==> src/rtl/mwb_pkg.sv <==
package mwb_pkg;
   localparam int ILEN     = 32;
   localparam int IMM_W    = 12;
   localparam int NWB      = 3;
   localparam int CH_MEM   = 0;
   localparam int CH_ARITH = 1;
   localparam int CH_LOGIC = 2;
   localparam logic [1:0] CLS_STORE = 2'b00;

   function automatic logic is_store_op(input logic [ILEN-1:0] ins);
      return ins[1:0] == CLS_STORE;
   endfunction

   // stores split the offset across two fields, loads keep it contiguous
   function automatic logic [IMM_W-1:0] mem_offset(input logic [ILEN-1:0] ins);
      if (is_store_op(ins))
         return {ins[31:25], ins[11:7]};
      return ins[31:20];
   endfunction
endpackage

==> src/rtl/mwb_fifo.sv <==
module mwb_fifo #(
   parameter int W     = 8,
   parameter int DEPTH = 2,
   localparam int CNT_W = $clog2(DEPTH + 1)
) (
   input  logic             clk,
   input  logic             rst_n,
   input  logic             push,
   input  logic [W-1:0]     din,
   input  logic             pop,
   output logic [W-1:0]     dout,
   output logic [CNT_W-1:0] count
);
   logic pop_ok, push_ok;

   assign pop_ok  = pop && (count != '0);
   assign push_ok = push && ((count < CNT_W'(DEPTH)) || pop_ok);

   if (DEPTH == 1) begin : g_single
      logic [W-1:0] hold;
      always_ff @(posedge clk or negedge rst_n) begin
         if (!rst_n) begin
            hold  <= '0;
            count <= '0;
         end else begin
            if (push_ok) hold <= din;
            count <= CNT_W'(push_ok || (count != '0 && !pop_ok));
         end
      end
      assign dout = hold;
   end else begin : g_ring
      localparam int PTR_W = $clog2(DEPTH);
      logic [DEPTH-1:0][W-1:0] slot;
      logic [PTR_W-1:0]        rd_p, wr_p;
      always_ff @(posedge clk or negedge rst_n) begin
         if (!rst_n) begin
            slot  <= '0;
            rd_p  <= '0;
            wr_p  <= '0;
            count <= '0;
         end else begin
            if (push_ok) begin
               slot[wr_p] <= din;
               wr_p <= (wr_p == PTR_W'(DEPTH - 1)) ? '0 : wr_p + 1'b1;
            end
            if (pop_ok)
               rd_p <= (rd_p == PTR_W'(DEPTH - 1)) ? '0 : rd_p + 1'b1;
            count <= count + CNT_W'(push_ok) - CNT_W'(pop_ok);
         end
      end
      assign dout = slot[rd_p];
   end
endmodule

==> src/rtl/mwb_agu.sv <==
module mwb_agu
   import mwb_pkg::*;
#(
   parameter int XLEN  = 32,
   parameter int RID_W = 5
) (
   input  logic             clk,
   input  logic             rst_n,
   input  logic             in_valid,
   input  logic [ILEN-1:0]  in_instr,
   input  logic [XLEN-1:0]  in_base,
   input  logic [XLEN-1:0]  in_sdata,
   output logic             pm_valid,
   output logic             pm_store,
   output logic [RID_W-1:0] pm_dest,
   output logic [XLEN-1:0]  pm_addr,
   output logic [XLEN-1:0]  pm_sdata
);
   logic [IMM_W-1:0] off;
   logic [XLEN-1:0]  off_sx, ea;
   logic             unused_fields;

   assign off    = mem_offset(in_instr);
   assign off_sx = {{(XLEN-IMM_W){off[IMM_W-1]}}, off};
   assign ea     = in_base + off_sx;
   assign unused_fields = ^{in_instr[19:12], in_instr[6:2]};

   // pre-memory buffer: refilled every cycle, MEM always drains it
   always_ff @(posedge clk or negedge rst_n) begin
      if (!rst_n) begin
         pm_valid <= 1'b0;
         pm_store <= 1'b0;
         pm_dest  <= '0;
         pm_addr  <= '0;
         pm_sdata <= '0;
      end else begin
         pm_valid <= in_valid;
         pm_store <= is_store_op(in_instr);
         pm_dest  <= in_instr[7 +: RID_W];
         pm_addr  <= ea;
         pm_sdata <= in_sdata;
      end
   end
endmodule

==> src/rtl/mwb_dmem.sv <==
module mwb_dmem #(
   parameter int          XLEN  = 32,
   parameter int          RID_W = 5,
   parameter int          WORDS = 16,
   parameter int unsigned BASE  = 384,
   localparam int IDX_W = (WORDS > 1) ? $clog2(WORDS) : 1
) (
   input  logic             clk,
   input  logic             rst_n,
   input  logic             pm_valid,
   input  logic             pm_store,
   input  logic [RID_W-1:0] pm_dest,
   input  logic [XLEN-1:0]  pm_addr,
   input  logic [XLEN-1:0]  pm_sdata,
   output logic             ld_valid,
   output logic [RID_W-1:0] ld_dest,
   output logic [XLEN-1:0]  ld_data
);
   logic [XLEN-1:0] mem [WORDS];
   logic [XLEN-1:0] rel;
   logic [IDX_W-1:0] idx;
   logic unused_rel;

   assign rel = pm_addr - XLEN'(BASE);
   assign idx = rel[IDX_W+1:2];
   assign unused_rel = ^{rel[XLEN-1:IDX_W+2], rel[1:0]};

   always_ff @(posedge clk or negedge rst_n) begin
      if (!rst_n) begin
         for (int i = 0; i < WORDS; i++) mem[i] <= '0;
      end else if (pm_valid && pm_store) begin
         mem[idx] <= pm_sdata;
      end
   end

   assign ld_valid = pm_valid && !pm_store;
   assign ld_dest  = pm_dest;
   assign ld_data  = mem[idx];
endmodule

==> src/rtl/mwb_wb.sv <==
module mwb_wb
   import mwb_pkg::*;
#(
   parameter int XLEN  = 32,
   parameter int RID_W = 5
) (
   input  logic                       clk,
   input  logic                       rst_n,
   input  logic [NWB-1:0]             in_v,
   input  logic [NWB-1:0][RID_W-1:0]  in_id,
   input  logic [NWB-1:0][XLEN-1:0]   in_data,
   output logic [NWB-1:0]             rf_we,
   output logic [NWB-1:0][RID_W-1:0]  rf_waddr,
   output logic [NWB-1:0][XLEN-1:0]   rf_wdata,
   output logic [NWB-1:0]             wb_done
);
   for (genvar c = 0; c < NWB; c++) begin : g_post
      logic             v;
      logic [RID_W-1:0] id;
      logic [XLEN-1:0]  d;
      always_ff @(posedge clk or negedge rst_n) begin
         if (!rst_n) begin
            v  <= 1'b0;
            id <= '0;
            d  <= '0;
         end else begin
            v  <= in_v[c];
            id <= in_id[c];
            d  <= in_data[c];
         end
      end
      assign wb_done[c]  = v;
      assign rf_we[c]    = v && (id != '0);
      assign rf_waddr[c] = id;
      assign rf_wdata[c] = d;
   end
endmodule

==> src/rtl/mwb_backend.sv <==
module mwb_backend
   import mwb_pkg::*;
#(
   parameter int          XLEN       = 32,
   parameter int          NREG       = 32,
   parameter int          MQ_DEPTH   = 2,
   parameter int          DMEM_WORDS = 16,
   parameter int unsigned DMEM_BASE  = 384,
   localparam int RID_W = $clog2(NREG),
   localparam int CNT_W = $clog2(MQ_DEPTH + 1)
) (
   input  logic                      clk,
   input  logic                      rst_n,
   input  logic                      mq_push,
   input  logic [31:0]               mq_instr,
   input  logic [XLEN-1:0]           mq_base,
   input  logic [XLEN-1:0]           mq_sdata,
   output logic [CNT_W-1:0]          mq_count,
   input  logic                      alu2_valid,
   input  logic [RID_W-1:0]          alu2_dest,
   input  logic [XLEN-1:0]           alu2_result,
   input  logic                      alu3_valid,
   input  logic [RID_W-1:0]          alu3_dest,
   input  logic [XLEN-1:0]           alu3_result,
   output logic [2:0]                rf_we,
   output logic [2:0][RID_W-1:0]     rf_waddr,
   output logic [2:0][XLEN-1:0]      rf_wdata,
   output logic [2:0]                wb_done
);
   initial begin : param_chk
      assert (MQ_DEPTH >= 1) else $error("MQ_DEPTH must be at least 1");
      assert (XLEN >= 16) else $error("XLEN too narrow for a 12-bit offset");
      assert (RID_W <= 5) else $error("register index wider than the instruction field");
      assert (DMEM_WORDS >= 2) else $error("DMEM_WORDS must be at least 2");
   end

   typedef struct packed {
      logic [ILEN-1:0] ins;
      logic [XLEN-1:0] base;
      logic [XLEN-1:0] sdata;
   } mq_ent_t;

   mq_ent_t          q_in, q_head;
   logic             q_nonempty;
   logic             pm_valid, pm_store;
   logic [RID_W-1:0] pm_dest;
   logic [XLEN-1:0]  pm_addr, pm_sdata;
   logic             ld_valid;
   logic [RID_W-1:0] ld_dest;
   logic [XLEN-1:0]  ld_data;

   assign q_in       = '{ins: mq_instr, base: mq_base, sdata: mq_sdata};
   assign q_nonempty = (mq_count != '0);

   mwb_fifo #(.W($bits(mq_ent_t)), .DEPTH(MQ_DEPTH)) u_mq (
      .clk   (clk),
      .rst_n (rst_n),
      .push  (mq_push),
      .din   (q_in),
      .pop   (q_nonempty),
      .dout  (q_head),
      .count (mq_count)
   );

   mwb_agu #(.XLEN(XLEN), .RID_W(RID_W)) u_agu (
      .clk      (clk),
      .rst_n    (rst_n),
      .in_valid (q_nonempty),
      .in_instr (q_head.ins),
      .in_base  (q_head.base),
      .in_sdata (q_head.sdata),
      .pm_valid (pm_valid),
      .pm_store (pm_store),
      .pm_dest  (pm_dest),
      .pm_addr  (pm_addr),
      .pm_sdata (pm_sdata)
   );

   mwb_dmem #(.XLEN(XLEN), .RID_W(RID_W), .WORDS(DMEM_WORDS), .BASE(DMEM_BASE)) u_mem (
      .clk      (clk),
      .rst_n    (rst_n),
      .pm_valid (pm_valid),
      .pm_store (pm_store),
      .pm_dest  (pm_dest),
      .pm_addr  (pm_addr),
      .pm_sdata (pm_sdata),
      .ld_valid (ld_valid),
      .ld_dest  (ld_dest),
      .ld_data  (ld_data)
   );

   mwb_wb #(.XLEN(XLEN), .RID_W(RID_W)) u_wb (
      .clk      (clk),
      .rst_n    (rst_n),
      .in_v     ({alu3_valid, alu2_valid, ld_valid}),
      .in_id    ({alu3_dest, alu2_dest, ld_dest}),
      .in_data  ({alu3_result, alu2_result, ld_data}),
      .rf_we    (rf_we),
      .rf_waddr (rf_waddr),
      .rf_wdata (rf_wdata),
      .wb_done  (wb_done)
   );
endmodule

==> config.mk <==
export PLATFORM = sky130hd
export DESIGN_NAME = mwb_backend
export DESIGN_NICKNAME = d
export VERILOG_FILES = /design/src/rtl/mwb_pkg.sv /design/src/rtl/mwb_fifo.sv /design/src/rtl/mwb_agu.sv /design/src/rtl/mwb_dmem.sv /design/src/rtl/mwb_wb.sv /design/src/rtl/mwb_backend.sv
export SDC_FILE = /design/constraint.sdc
export NUM_CORES = 1
export LEC_CHECK = 0
export ABC_AREA = 1
export BUFFER_PORTS_ARGS = -buffer_cell sky130_fd_sc_hd__buf_2
export CELL_PAD_IN_SITES_DETAIL_PLACEMENT = 0
export CELL_PAD_IN_SITES_GLOBAL_PLACEMENT = 1
export CORE_MARGIN = 2
export CORE_UTILIZATION = 41
export CTS_CLUSTER_SIZE = 20
export DETAILED_ROUTE_END_ITERATION = 7
export PLACE_DENSITY = 0.77
export SYNTH_ARGS = -nofsm -noshare
export SYNTH_HDL_FRONTEND = slang
export SYNTH_SLANG_ARGS = --single-unit
==> constraint.sdc <==
create_clock -name clk -period 2.6 [get_ports clk]
set_clock_uncertainty 0.2 [all_clocks]
set_input_delay 0.65 -clock clk [delete_from_list [all_inputs] [get_ports clk]]
set_output_delay 0.65 -clock clk [all_outputs]
set_load 0.005 [all_outputs]
# Word-level counts from Yosys, hierarchy flattened
# Cells that the tools add are included.
[totals]
reg_bits = 867
out_inout_bits = 119
[op_classes]
n_addsub = 6
n_reduce_logical = 15
mux = 16
n_bitwise = 1
magnitude_cmp = 6
[op_table]
columns = ["operator", "n"]
rows = [
  ["$bwmux 512", 1],
  ["$bwmux 192", 1],
  ["$mux 90", 2],
  ["$bmux 32 s4", 1],
  ["$demux 32 s4", 1],
  ["$demux 96 s1", 1],
  ["$mux 32", 3],
  ["$mux 96", 1],
  ["$reduce_bool 5->1", 3],
  ["$mux 6", 2],
  ["$logic_and 1x1->1", 8],
  ["$add 6x6->6", 1],
  ["$sub 6x1->6 const B", 1],
  ["$ge 5x5->1 const B", 1],
  ["$lt 5x1->1 const B", 1],
  ["$not 4->5", 1],
  ["$lt 1x2->1 const B", 2],
  ["$mux 1", 3],
  ["$add 1x1->1 const B", 2],
  ["$add 2x1->2", 1],
  ["$logic_not 2->1", 1],
  ["$lt 2x2->1 const B", 1],
  ["$reduce_bool 2->1", 1],
  ["$sub 2x1->2", 1],
  ["3 further kinds", 3],
]

# Logic depth before layout (Yosys ltp)
[logic_depth]
depth_word = 7
depth_mapped = 13
ltp_nobuf = 13

# By module
# From an unflattened synthesis, not the netlist that was laid out.
[hier_totals]
cells_unflattened = 5185
hier_area_um2 = 40356.2
[modules_own_cells]
columns = ["mod", "area_each_um2", "n_inst", "cells_each", "seq_area_each_um2"]
rows = [
  ["mwb_dmem", 23880.4, 1, 3270, 12812.3],
  ["mwb_fifo", 9301.4, 1, 1193, 4904.7],
  ["mwb_agu", 4216.5, 1, 584, 1776.7],
  ["mwb_wb", 2946.6, 1, 135, 2852.7],
  ["mwb_backend", 11.3, 1, 3, 0.0],
]

# Least setup slack after synthesis
# No wires, ideal clock.
[synth_path]
kind = "reg-to-reg"
from = "reg u_mq.g_ring.rd_p"
to = "reg u_agu.pm_addr[5]"
setup_ns = 0.116
arrival_ns = 2.293
required_time_ns = 2.284
path_slack_ns = -0.010
path_stages_with_launch = 13
path_cell_list = "dfrtp_1 inv_1 clkbuf_1 buf_1 nand2_1 a31oi_1 ha_1 a21oi_1 nor3_1 a211oi_1 nand2_1 nand2_1 nand2_1"
[synth_between]
elab_chain_len = 6
elab_cells_between_ends = 7
cone_classes = "add/sub (1); mux (5); reduce/logical (1)"
[synth_rtl]
columns = ["element", "line", "text"]
rows = [
  ["start: declaration", "mwb_fifo.sv:34", "logic [PTR_W-1:0] rd_p, wr_p;"],
  ["start signal: assignment", "mwb_fifo.sv:47", "rd_p <= (rd_p == PTR_W'(DEPTH - 1)) ? '0 : rd_p + 1'b1;"],
  ["$mux 90 (implied by the code) * (2 in series)", "mwb_fifo.sv:51", "assign dout = slot[rd_p];"],
  ["$logic_not 2->1", "mwb_pkg.sv:11", "return ins[1:0] == CLS_STORE;"],
  ["$mux 1", "mwb_pkg.sv:16", "if (is_store_op(ins))"],
  ["$mux 6", "mwb_pkg.sv:18", "return ins[31:20];"],
  ["$add 6x6->6 *", "mwb_agu.sv:25", "assign ea = in_base + off_sx;"],
  ["named net u_agu.ea[5]", "mwb_agu.sv:20", "logic [XLEN-1:0] off_sx, ea;"],
  ["end signal: assignment", "mwb_agu.sv:34", "pm_addr <= '0;"],
  ["end signal: assignment", "mwb_agu.sv:40", "pm_addr <= ea;"],
  ["end: declaration", "mwb_agu.sv:16", "output logic [XLEN-1:0] pm_addr,"],
]
# Mark *: on every way through the listed nets, which the timed path passes. The rest lies on a longest branch. The select of a mux whose other input is x is not followed.
# A chain may end at the register's enable or synchronous reset.

# Worst setup path after layout
[layout_path]
from = "reg u_wb.g_post[1].id[2]"
to = "out rf_we[1]"
[layout_between]
elab_chain_len = 2
[layout_rtl]
columns = ["element", "line", "text"]
rows = [
  ["start: declaration", "mwb_wb.sv:19", "logic [RID_W-1:0] id;"],
  ["start signal: assignment", "mwb_wb.sv:28", "id <= in_id[c];"],
  ["$reduce_bool 5->1", "mwb_wb.sv:33", "assign rf_we[c] = v && (id != '0);"],
  ["$logic_and 1x1->1", "mwb_wb.sv:33", ""],
  ["end: declaration", "mwb_backend.sv:25", "output logic [2:0] rf_we,"],
]
# Every way passes these cells.

==> flow_summary.yaml <==
cells_and_area:
  syn_to_final_growth_pct: 20.1
  fin_nets: 3568
  antenna_cells: 0
  fin_cells: 4413
  final_cell_mix: "nand2_1, dfrtp_1, o21ai_0"
  fin_util_pct: 49.8
  final_cell_area_um2: 36300
  final_common_cell: "nand2_1"
  layout-drive-gt1-share_pct: 14.3
routing:
  drcViolationCount: 0
  routed_wl_mm: 82.3
  initialDrtViolationCount: 2005
  first_pass_iters: 6
  avgViaCountPerCell: 5.19
  avgRoutedWirePerCell_um: 18.7
  num_vias: 22900
  antenna_left: 0
die:
  rows: 99
  core_um2: 73000
  die_h_um: 276
  start_util_pct: 41.5
  die_w_um: 276
  die_area_um2: 76000
  ioPinCount: 294
placement:
  place_ws_ns: 0.161
  gp_congestion: 0.744
  port_buffers: 248
  dpl_cell_area_um2: 32900
  dpl.hpwl_mm: 47.5
  dp_cells: 4182
synth:
  synth_xor_area_share_pct: 0.116
  synth_compound_area_share_pct: 16.7
  synth_seq_cells: 775
  synth-main-ff-cell: "dfrtp_1"
  post_synth_fa_ha_maj_area_fraction_pct: 0.207
  synth_edf_count: 0
  synth_simple_gate_area_share_pct: 14.4
  ys_warn_count: 0
  synth.area.mux_share_pct: 0
  async_flop_share_pct: 100
  synth_top_family_by_area: "compound AO/OA/AOI/OAI gates"
  syn_inst: 3119
  synth_cell_type_count: 28
  ys_seq_area_share_pct: 64.1
  avgSynthCellArea_um2: 9.70
  syn_nets: 3299
  mappedNetlistArea_um2: 30300
run_status:
  violations: "negative setup slack"
  status: "finished with violations"
worst_setup_path:
  critPathLaunch: "u_wb.g_post[1].id[2]"
  end_kind: "output pin"
  ff2ff_setup_slack_ns: 0.23
  r2r_start: "u_mq.g_ring.rd_p"
  cp_max_fo: 2
  cp.required_ns: 1.75
  worstSetupPathType: "register to output pin"
  start_kind: "register"
  worst_ep_arrival_time_ns: 1.86
clocking:
  htree_levels: 3
  numCtsBuffers: 82
  clock_latency_ns: 0.64
  clk_pin_slew_ns: 0.06
  cts_root_buffer: "clkbuf_16"
  cts_sinks: 775
  cts_tree: "built"
  clock_path_buffers: 3
sta:
  final-hold-violation-count: 0
  setup_viol: 3
  finalMaxSlewViolations: 0
  fin_crit_sh_pct: 104
  rsz0062_at_grt: "true"
  fmax_ghz: 0.369
  worst_slew_pin_slew_ns: 0.831
  slew_headroom_pct: 44.6
  min_period_ns: 2.71
  fin_ws_ns: -0.111
global_route:
  first_global_vias: 22900
  grt_antenna_before_repair: 5
  grt_pass1_wl_mm: 131
  grt_overflow_total: 0
  grt_max_degree: 94
  grt_use_total_pct: 22.1
power_and_ir_drop:
  power_frac_clock_pct: 27.5
  p_per_area_nw_per_um2: 1150
  p_total_mw: 41.8
  p_int_mw: 26.8
  ir_drop_uv: 669
  swShare_pct: 35.9
  power_switching_mw: 15.0
  leakagePower_nw: 17.6
  pwr-share-seq_pct: 44.2
  power_frac_comb_pct: 28.3
min_path:
  hold_start: "mq_sdata[14]"
  hold_path_class: "primary input to register"
run:
  maxCapViolations: 0
==> synth_stat cells, types with 2 or more instances <==
master | number | share of area [%]
nand2_1 | 1046 | 13
dfrtp_1 | 775 | 64
o21ai_0 | 605 | 10
a22oi_1 | 256 | 6.4
clkbuf_1 | 170 | 2.1
inv_1 | 104 | 1.3
buf_2 | 55 | 0.91
nand4_1 | 32 | 0.66
nor2_1 | 12 | 0.15
o21ai_1 | 12 | 0.20
nand2_2 | 8 | 0.17
nand3_1 | 7 | 0.12
ha_1 | 5 | 0.21
a31oi_1 | 4 | 0.083
buf_1 | 4 | 0.050
buf_4 | 3 | 0.074
nor2_2 | 3 | 0.062
or4_1 | 3 | 0.074
xor2_1 | 3 | 0.087
a21oi_1 | 2 | 0.033
nor3_1 | 2 | 0.033
nor3_4 | 2 | 0.11
==> worst paths after layout <==
check / endpoint / cells past startpoint
max reg2reg: u_agu.pm_addr[5] / 13
min reg2reg: u_wb.g_post[0].id[0] / 0
max in group asynchronous: u_mem.mem[168] / 4
min in group asynchronous: u_mem.mem[438] / 2
min: u_mq.g_ring.slot[110] / 3
max: rf_we[1] / 4
==> kinds of logic (layout without fill, tap and decap cells) <==
| family | after synthesis | count (layout) |
|---|---|---|
| simple gates | 1117 | 1117 |
| compound gates | 881 | 881 |
| xor+xnor | 4 | 4 |
| buf+inv | 337 | 672 |
| flops | 775 | 775 |
| fa+ha+maj | 5 | 5 |
==> flip-flops by register name, indices dropped and copies added, names as in the netlist, 2 cells and up <==
signal            count
u_agu.pm_addr         4
u_agu.pm_dest         5
u_agu.pm_sdata       32
u_mem.mem           512
u_mq.count            2
u_mq.g_ring.slot    102
u_wb.g_post.d        96
u_wb.g_post.id       15
u_wb.g_post.v         3
==> timing repair <==
item / 4_1_cts / 5_1_grt
setup buffers: 1 / 3
hold endpoints to repair: 92 / 0
pin swaps: 0 / 2
endpoints found under the setup margin: 3 / 4
hold buffers: 77 / 0
resized for setup: 3 / 4
==> power by group through the flow <==
| stage | clock network, mW | logic, mW | registers (mW) |
|---|---|---|---|
| 6_report | 11.5 | 11.8 | 18.5 |
| 5_1_grt | 12.3 | 13.4 | 18.9 |
| 4_1_cts | 11.8 | 11.9 | 18.4 |
| 3_5_place_dp | 0 | 11.8 | 18.6 |
| 3_3_place_gp | 0 | 11.6 | 18.5 |
| 2_1_floorplan | 0 | 7.62 | 17.9 |
==> cell type report <==
type                            instances  area (um2)
Fill cell                            6755       36600
Sequential cell                       775       19400
Multi-Input combinational cell       2007        9600
Timing Repair Buffer                  417        3090
Clock buffer                          134        2470
Tap cell                              959        1200
Inverter                              105         397
Clock inverter                         16         203
==> per-stage QoR <==
stage	setup TNS [ns]	hold slack, ns
2_1_floorplan	0	0.131
3_3_place_gp	0	0.141
3_5_place_dp	0	0.136
4_1_cts	-0.337	0.0374
5_1_grt	-0.518	0.0625
6_report	-0.239	0.0711
==> metal layers <==
layer	vias to the layer above	track usage, %	share of wire [%]
met5	-	0	0.057
met4	8	6.40	2.1
met3	126	3.69	5.8
met2	638	34.5	46
met1	11200	31.9	46
li1	10900	-	-
==> critical path, cell delays in order, from the launching register on <==
cell and delay (ns):
dfrtp_1 0.38, or4_4 0.53, o21ai_2 0.14, inv_1 0.05
buf_2 0.12
Power figures use the tool's default switching activity.
